$ cat src/rtl/rguard_pkg.sv
package rguard_pkg;
   localparam logic [1:0] ACC_READ  = 2'd0;
   localparam logic [1:0] ACC_WRITE = 2'd1;
   localparam logic [1:0] ACC_FETCH = 2'd2;

   localparam int EN_BIT   = 0;
   localparam int SIZE_LSB = 1;
   localparam int SIZE_W   = 5;
   localparam int SRD_LSB  = 8;
   localparam int AP_LSB   = 24;
   localparam int AP_W     = 3;
   localparam int XN_BIT   = 28;
   localparam int MIN_SIZE = 7;

   localparam logic [1:0] CFG_CTRL = 2'd0;
   localparam logic [1:0] CFG_SEL  = 2'd1;
   localparam logic [1:0] CFG_BASE = 2'd2;
   localparam logic [1:0] CFG_ATTR = 2'd3;

   function automatic logic perm_ok(input logic [AP_W-1:0] ap, input logic priv, input logic wr);
      logic ok;
      case (ap)
         3'd1:    ok = priv;
         3'd2:    ok = priv | ~wr;
         3'd3:    ok = 1'b1;
         3'd5:    ok = priv & ~wr;
         3'd6:    ok = ~wr;
         default: ok = 1'b0;
      endcase
      return ok;
   endfunction
endpackage

$ cat src/rtl/rg_region_match.sv
module rg_region_match
   import rguard_pkg::*;
#(
   parameter int W     = 32,
   parameter int SUB_N = 8
) (
   input  logic              clk,
   input  logic              rst_n,
   input  logic              enable,
   input  logic [W-1:0]      base,
   input  logic [SIZE_W-1:0] size,
   input  logic [SUB_N-1:0]  sub_off,
   input  logic [W-1:0]      addr,
   output logic              hit
);
   localparam int SUB_W = $clog2(SUB_N);
   localparam logic [5:0] SUB_W6 = 6'(SUB_W);

   generate
      if (SUB_N != (1 << SUB_W)) begin : g_bad_sub
         $error("SUB_N must be a power of two");
      end
      if (MIN_SIZE + 1 < SUB_W) begin : g_bad_min
         $error("minimum region too small for slice count");
      end
   endgenerate

   logic [SIZE_W-1:0] sz_eff;
   logic [5:0]        top_sh, sub_sh;
   logic [W-1:0]      a_top, b_top, a_sub;
   logic [SUB_W-1:0]  slice;

   always_comb begin
      sz_eff = (size < SIZE_W'(MIN_SIZE)) ? SIZE_W'(MIN_SIZE) : size;
      top_sh = {1'b0, sz_eff} + 6'd1;
      sub_sh = top_sh - SUB_W6;
      a_top  = addr >> top_sh;
      b_top  = base >> top_sh;
      a_sub  = addr >> sub_sh;
      slice  = a_sub[SUB_W-1:0];
      hit    = enable && (a_top == b_top) && !sub_off[slice];
   end

   // a disabled region never matches
   p_hit_needs_en_r4: assert property (@(posedge clk) disable iff (!rst_n)
      hit |-> enable);
endmodule

$ cat src/rtl/rg_resolve.sv
module rg_resolve
   import rguard_pkg::*;
#(
   parameter int NUM_REGIONS = 8
) (
   input  logic                            clk,
   input  logic                            rst_n,
   input  logic                            ctrl_en,
   input  logic [NUM_REGIONS-1:0]          hit,
   input  logic [NUM_REGIONS-1:0][AP_W-1:0] ap,
   input  logic [NUM_REGIONS-1:0]          xn,
   input  logic [1:0]                      kind,
   input  logic                            priv,
   output logic                            allow
);
   localparam int SEL_W = (NUM_REGIONS > 1) ? $clog2(NUM_REGIONS) : 1;

   logic             any;
   logic [SEL_W-1:0] win;
   logic             is_wr, is_fx;

   always_comb begin
      any = 1'b0;
      win = '0;
      for (int i = 0; i < NUM_REGIONS; i++) begin
         if (hit[i]) begin
            any = 1'b1;
            win = SEL_W'(i);
         end
      end
      is_wr = (kind == ACC_WRITE);
      is_fx = (kind == ACC_FETCH);
      if (!ctrl_en)
         allow = 1'b1;
      else if (!any)
         allow = priv;
      else
         allow = perm_ok(ap[win], priv, is_wr) && !(is_fx && xn[win]);
   end

   // checking off lets everything through
   p_off_allows_r3: assert property (@(posedge clk) disable iff (!rst_n)
      !ctrl_en |-> allow);
   // default rule for accesses outside every region
   p_bg_priv_r9: assert property (@(posedge clk) disable iff (!rst_n)
      (ctrl_en && hit == '0 && priv) |-> allow);
   p_bg_user_r9: assert property (@(posedge clk) disable iff (!rst_n)
      (ctrl_en && hit == '0 && !priv) |-> !allow);
   // fetch is never allowed where writes alone would be refused and reads too
   p_fx_needs_read_r8: assert property (@(posedge clk) disable iff (!rst_n)
      (ctrl_en && kind == ACC_FETCH && $onehot0(hit) && hit != '0 && ap[0] == 3'd0 && hit[0]) |-> !allow);
endmodule

$ cat src/rtl/region_guard.sv
module region_guard
   import rguard_pkg::*;
#(
   parameter int W           = 32,
   parameter int NUM_REGIONS = 8,
   parameter int SUB_N       = 8
) (
   input  logic         clk,
   input  logic         rst_n,
   input  logic         cfg_wr,
   input  logic [1:0]   cfg_addr,
   input  logic [W-1:0] cfg_wdata,
   output logic [W-1:0] cfg_rdata,
   input  logic         acc_valid,
   input  logic [W-1:0] acc_addr,
   input  logic [1:0]   acc_kind,
   input  logic         acc_priv,
   input  logic         fault_clr,
   output logic         acc_allow,
   output logic         fault_pulse,
   output logic         fault_vld,
   output logic [W-1:0] fault_addr,
   output logic [1:0]   fault_kind
);
   localparam int SEL_W = (NUM_REGIONS > 1) ? $clog2(NUM_REGIONS) : 1;
   localparam logic [W-1:0] ATTR_MASK = W'((1 << EN_BIT) | (((1 << SIZE_W) - 1) << SIZE_LSB)
                                     | (((1 << SUB_N) - 1) << SRD_LSB)
                                     | (((1 << AP_W) - 1) << AP_LSB) | (1 << XN_BIT));
   localparam logic [W-1:0] BASE_MASK = ~W'(255);
   localparam logic [W-1:0] SEL_MASK  = W'(NUM_REGIONS - 1);

   generate
      if (NUM_REGIONS != (1 << SEL_W)) begin : g_bad_n
         $error("NUM_REGIONS must be a power of two");
      end
      if (W < XN_BIT + 1) begin : g_bad_w
         $error("W too narrow for attribute layout");
      end
      if (SRD_LSB + SUB_N > AP_LSB) begin : g_bad_sub
         $error("slice mask overlaps permission field");
      end
   endgenerate

   logic [W-1:0] ctrl_q, sel_q;
   logic [W-1:0] base_q [NUM_REGIONS];
   logic [W-1:0] attr_q [NUM_REGIONS];
   logic [SEL_W-1:0] sel;

   assign sel = sel_q[SEL_W-1:0];

   always_ff @(posedge clk or negedge rst_n) begin
      if (!rst_n) begin
         ctrl_q <= '0;
         sel_q  <= '0;
         for (int i = 0; i < NUM_REGIONS; i++) begin
            base_q[i] <= '0;
            attr_q[i] <= '0;
         end
      end else if (cfg_wr) begin
         case (cfg_addr)
            CFG_CTRL: ctrl_q       <= cfg_wdata & W'(1);
            CFG_SEL:  sel_q        <= cfg_wdata & SEL_MASK;
            CFG_BASE: base_q[sel]  <= cfg_wdata & BASE_MASK;
            default:  attr_q[sel]  <= cfg_wdata & ATTR_MASK;
         endcase
      end
   end

   always_comb begin
      case (cfg_addr)
         CFG_CTRL: cfg_rdata = ctrl_q;
         CFG_SEL:  cfg_rdata = sel_q;
         CFG_BASE: cfg_rdata = base_q[sel];
         default:  cfg_rdata = attr_q[sel];
      endcase
   end

   logic [NUM_REGIONS-1:0]           hit;
   logic [NUM_REGIONS-1:0][AP_W-1:0] ap;
   logic [NUM_REGIONS-1:0]           xn;

   for (genvar g = 0; g < NUM_REGIONS; g++) begin : g_rgn
      assign ap[g] = attr_q[g][AP_LSB +: AP_W];
      assign xn[g] = attr_q[g][XN_BIT];
      rg_region_match #(.W(W), .SUB_N(SUB_N)) u_match (
         .clk     (clk),
         .rst_n   (rst_n),
         .enable  (attr_q[g][EN_BIT]),
         .base    (base_q[g]),
         .size    (attr_q[g][SIZE_LSB +: SIZE_W]),
         .sub_off (attr_q[g][SRD_LSB +: SUB_N]),
         .addr    (acc_addr),
         .hit     (hit[g])
      );
   end

   rg_resolve #(.NUM_REGIONS(NUM_REGIONS)) u_resolve (
      .clk     (clk),
      .rst_n   (rst_n),
      .ctrl_en (ctrl_q[0]),
      .hit     (hit),
      .ap      (ap),
      .xn      (xn),
      .kind    (acc_kind),
      .priv    (acc_priv),
      .allow   (acc_allow)
   );

   logic reject;
   assign reject = acc_valid && !acc_allow;

   always_ff @(posedge clk or negedge rst_n) begin
      if (!rst_n) begin
         fault_pulse <= 1'b0;
         fault_vld   <= 1'b0;
         fault_addr  <= '0;
         fault_kind  <= '0;
      end else begin
         fault_pulse <= reject;
         if (reject && !fault_vld) begin
            fault_vld  <= 1'b1;
            fault_addr <= acc_addr;
            fault_kind <= acc_kind;
         end else if (fault_clr) begin
            fault_vld <= 1'b0;
         end
      end
   end

   // a rejected valid access is reported in the next cycle
   p_fault_follows_r10: assert property (@(posedge clk) disable iff (!rst_n)
      (acc_valid && !acc_allow) |=> fault_pulse);
   p_no_fault_idle_r10: assert property (@(posedge clk) disable iff (!rst_n)
      !acc_valid |=> !fault_pulse);
   // held fault information does not move until cleared
   p_hold_r11: assert property (@(posedge clk) disable iff (!rst_n)
      (fault_vld && !fault_clr) |=> (fault_vld && $stable(fault_addr) && $stable(fault_kind)));
   // no fault while checking is off
   p_off_nofault_r3: assert property (@(posedge clk) disable iff (!rst_n)
      !ctrl_q[0] |=> !fault_pulse);
endmodule

$ cat config.mk
export PLATFORM = sky130hd
export DESIGN_NAME = region_guard
export DESIGN_NICKNAME = d
export VERILOG_FILES = /design/src/rtl/rguard_pkg.sv /design/src/rtl/rg_region_match.sv /design/src/rtl/rg_resolve.sv /design/src/rtl/region_guard.sv
export SDC_FILE = /design/constraint.sdc
export NUM_CORES = 2
export LEC_CHECK = 0
export BUFFER_PORTS_ARGS = -buffer_cell sky130_fd_sc_hd__buf_2
export CELL_PAD_IN_SITES_DETAIL_PLACEMENT = 2
export CELL_PAD_IN_SITES_GLOBAL_PLACEMENT = 2
export CORE_MARGIN = 3
export CORE_UTILIZATION = 40
export CTS_CLUSTER_SIZE = 8
export DETAILED_ROUTE_END_ITERATION = 10
export GPL_TIMING_DRIVEN = 0
export PLACE_DENSITY_LB_ADDON = 0.3
export SLEW_MARGIN = 30
export SYNTH_ARGS = -nofsm -noshare
export SYNTH_HDL_FRONTEND = slang
export SYNTH_SLANG_ARGS = --single-unit
$ cat constraint.sdc
create_clock -name clk -period 7.1 [get_ports clk]
set_input_delay 0.355 -clock clk [delete_from_list [all_inputs] [get_ports clk]]
set_output_delay 0.355 -clock clk [all_outputs]
set_load 0.01 [all_outputs]
==> results.toml <==
[status]
outcome = "finished, violations left"
failed_checks = "setup timing"

[pwr]
p_leak_nw = 17.3
p_per_area_mw_per_mm2 = 685
ir_drop_mv = 0.469
p_switching_w = 0.0176
p_int_w = 0.0120
power_frac_seq_pct = 17.1
sw_frac_of_total_pct = 59.5
p_comb_share_pct = 73.4
p_clk_share_pct = 9.5

[job]
cap_violations = 0

[routing]
top_layer = "met5"
wl_met2_um = 114000
vias_per_cell = 7.96
firstDrtPassIters = 6
vias = 47240
remaining_drc_errors = 0
drt-total-wl_um = 289000
ant_nets = 0
wl_met3_um = 42500
drt_iter0_markers = 7380
wl_per_cell_um = 48.8
wl_met1_um = 102000

[logic_synthesis]
synthFlopType = "dfrtp_1"
synthArstFlopShare_pct = 100
yosysSeqAreaShare_pct = 24.9
synth_edf_count = 0
syn_avg_cell_area_um2 = 8.59
syn_area_mm2 = 0.0378
syn_inst = 4406
synth_warnings = 0
ys_seq_elements = 376
yosysUniqueCellTypes = 112

[sta]
skew_ns = 0.0836
finalMaxSlewViolations = 0
finalSetupViolations = 36
setup_ws_ns = -0.543
tns_ns = -9.72
fmax_mhz = 131
post-route-period-util_pct = 108
period_minus_slack_ns = 7.64
final_hold_viol_count = 0
slew_headroom_pct = 12.8
worst-slew-pin-transition_ns = 1.31

[clocking]
clk_latency_ns = 0.74
cts_tree = "yes"
clock_sinks = 376
cts_buffer_depth = 3
path_clk_slew_ns = 0.06
cts-root-buf = "clkbuf_16"
cts_made_buffers = 56
htreeDepth = 2

[cells_and_area]
register_area_mm2 = 0.00941
area_growth_pct = 14.2
multi_input_area_mm2 = 0.0266
instances_no_fill = 5934
fill_cells = 10379
final_cell_mix = "mux2_2 (389), dfrtp_1 (376), nor2_1 (319)"
drive_above_1_share_pct = 23.7
utilization_pct = 46.2
layout.nets = 4707
layout_commonest_cell = "mux2_2"

[global_routing]
overflow = 0
first_global_vias = 46450
grt_pass1_wl_um = 387000
grt_start_max_net_pins = 80
grt_usage_pct = 55.9
antenna_found_initial = 41

[setup_path]
cp-start-kind = "input port"
required_ns = 6.74
crit_type = "in2out"
end_kind = "output pin"
critical_path_peak_fanout = 11
reg2reg_depth = 27
critPathArrivalTime_ns = 7.29

[placed_design]
gp_congestion = 1.07
post-place-cells = 5800
place_ws_ns = -1.80
post-dp-hpwl_um = 206000
numPortBuffers = 120

[die]
rows = 112
dieArea_mm2 = 0.0983
ios = 143
initial_core_util_pct = 40.4
die_h_um = 314
die_w_um = 314
core_area_mm2 = 0.0936

[min_path]
hold_depth = 2
hp-class = "in2reg"
[path summary, 6_finish.rpt]
check | endpoint | from | slack [ns]
hold / removal | base_q[188] | cfg_wdata[28] | 0.06
setup / recovery | acc_allow | acc_addr[13] | -0.54
setup reg to reg | fault_addr[31] | attr_q[69] | -0.15
max in group asynchronous | attr_q[92] | rst_n | 5.01
min in group asynchronous | attr_q[195] | rst_n | 0.17
hold reg to reg | fault_addr[31] | fault_addr[31] | 0.51
[per-stage QoR]
stage               cell area, um^2  total power [W]  hold WS (ns)
floorplan                     37900           0.0160        0.0594
global placement              40000           0.0229         0.484
detailed placement            40600           0.0237         0.245
CTS                           42600           0.0270       0.00701
global route                  43100           0.0300        0.0591
finish                        43200           0.0296        0.0553
[routing by layer]
metal / GRT usage [%] / vias up
met5: 0 / -
met4: 46.5 / 14
met3: 24.3 / 1754
met2: 77.7 / 4673
met1: 66.1 / 23630
li1: - / 17169
[power by group through the flow]
stage / combinational, W / clock, W / sequential, W
finish: 0.0217 / 0.00281 / 0.00506
global route: 0.0222 / 0.00283 / 0.00496
CTS: 0.0195 / 0.00270 / 0.00477
detailed placement: 0.0189 / 0 / 0.00477
global placement: 0.0182 / 0 / 0.00469
floorplan: 0.0122 / 0 / 0.00380
[synthesized netlist by cell type (23+ instances only)]
cell       count  area share [%]
buf_1         61            0.60
nor3_1        92             1.2
nor2_1       322             3.2
and2_1        30            0.50
a22oi_1      115             2.3
a22o_1        48             1.1
buf_2        146             1.9
or3_1         23            0.38
a31oi_1       52            0.86
o21ai_0      188             2.5
a21oi_1      226             3.0
a221oi_1      59             1.4
nand3_1       67            0.89
nand4_1       46            0.76
mux2_4        30             1.2
a211oi_1     144             2.9
o221ai_1      54             1.2
dfrtp_1      376              25
xnor2_1      144             3.3
a2111oi_0     29            0.67
nor4_1        24            0.40
mux2_2       389              12
o22ai_1       55            0.91
clkbuf_1     236             2.3
nand2_1      315             3.1
mux2i_1      272             7.2
o32ai_1       70             1.6
nand2b_1      29            0.48
o211ai_1      40            0.79
xor2_1       159             3.7
mux4_2        23             1.4
nor2b_1       49            0.81
inv_1         48            0.48
[flip-flops by register name, summed over array words and instances, names as in the netlist]
name / cells
fault_vld: 1
ap: 24
ctrl_q: 1
base_q: 192
fault_addr: 32
attr_q: 120
fault_kind: 2
fault_pulse: 1
sel_q: 3
[timing repair]
item	in CTS	in global routing
gates resized for setup	56	100
endpoints found under the setup margin	37	36
pin swaps	10	7
endpoints found under the hold margin	93	0
setup buffers	14	14
hold buffers	5	0
[worst max-delay path, cell delays in order]
cell and delay [ns]:
clkbuf_1 0.72, clkbuf_4 0.64, buf_4 0.43, clkbuf_2 0.62, mux2i_1 0.23, a21oi_1 0.51, xnor2_1 0.26, mux2i_1 0.14
o22ai_1 0.16, a41oi_1 0.16, nor4_1 0.71, nand3_1 0.37, nand2_4 0.23, mux2_2 0.37, a221oi_1 0.47, mux2i_1 0.18
nand3b_1 0.21, nand4_2 0.19, nand2_1 0.13, buf_2 0.14
[cells by family after synthesis]
logic type               Yosys count  synth area share [%]
other                              1               0.00991
multiplexers                     715                  21.4
flip-flops                       376                  24.9
AND/OR/NAND/NOR                 1107                  14.0
buffers and inverters            541                  6.42
AO/OA/AOI/OAI                   1355                  26.1
adder cells (fa/ha/maj)            8                 0.264
XOR/XNOR                         303                  7.01
[layout make-up]
| class | instances | area share (%) |
|---|---|---|
| timing repair buffer | 173 | 3.18 |
| buffer | 464 | 5.31 |
| multi-input combinational | 3490 | 61.5 |
| clock inverter | 10 | 0.463 |
| clock buffer | 62 | 3.34 |
| inverter | 64 | 0.608 |
| sequential | 376 | 21.8 |
| antenna | 41 | 0.237 |
| tap | 1254 | 3.63 |
Note: power is estimated with default switching activity, not from simulation.
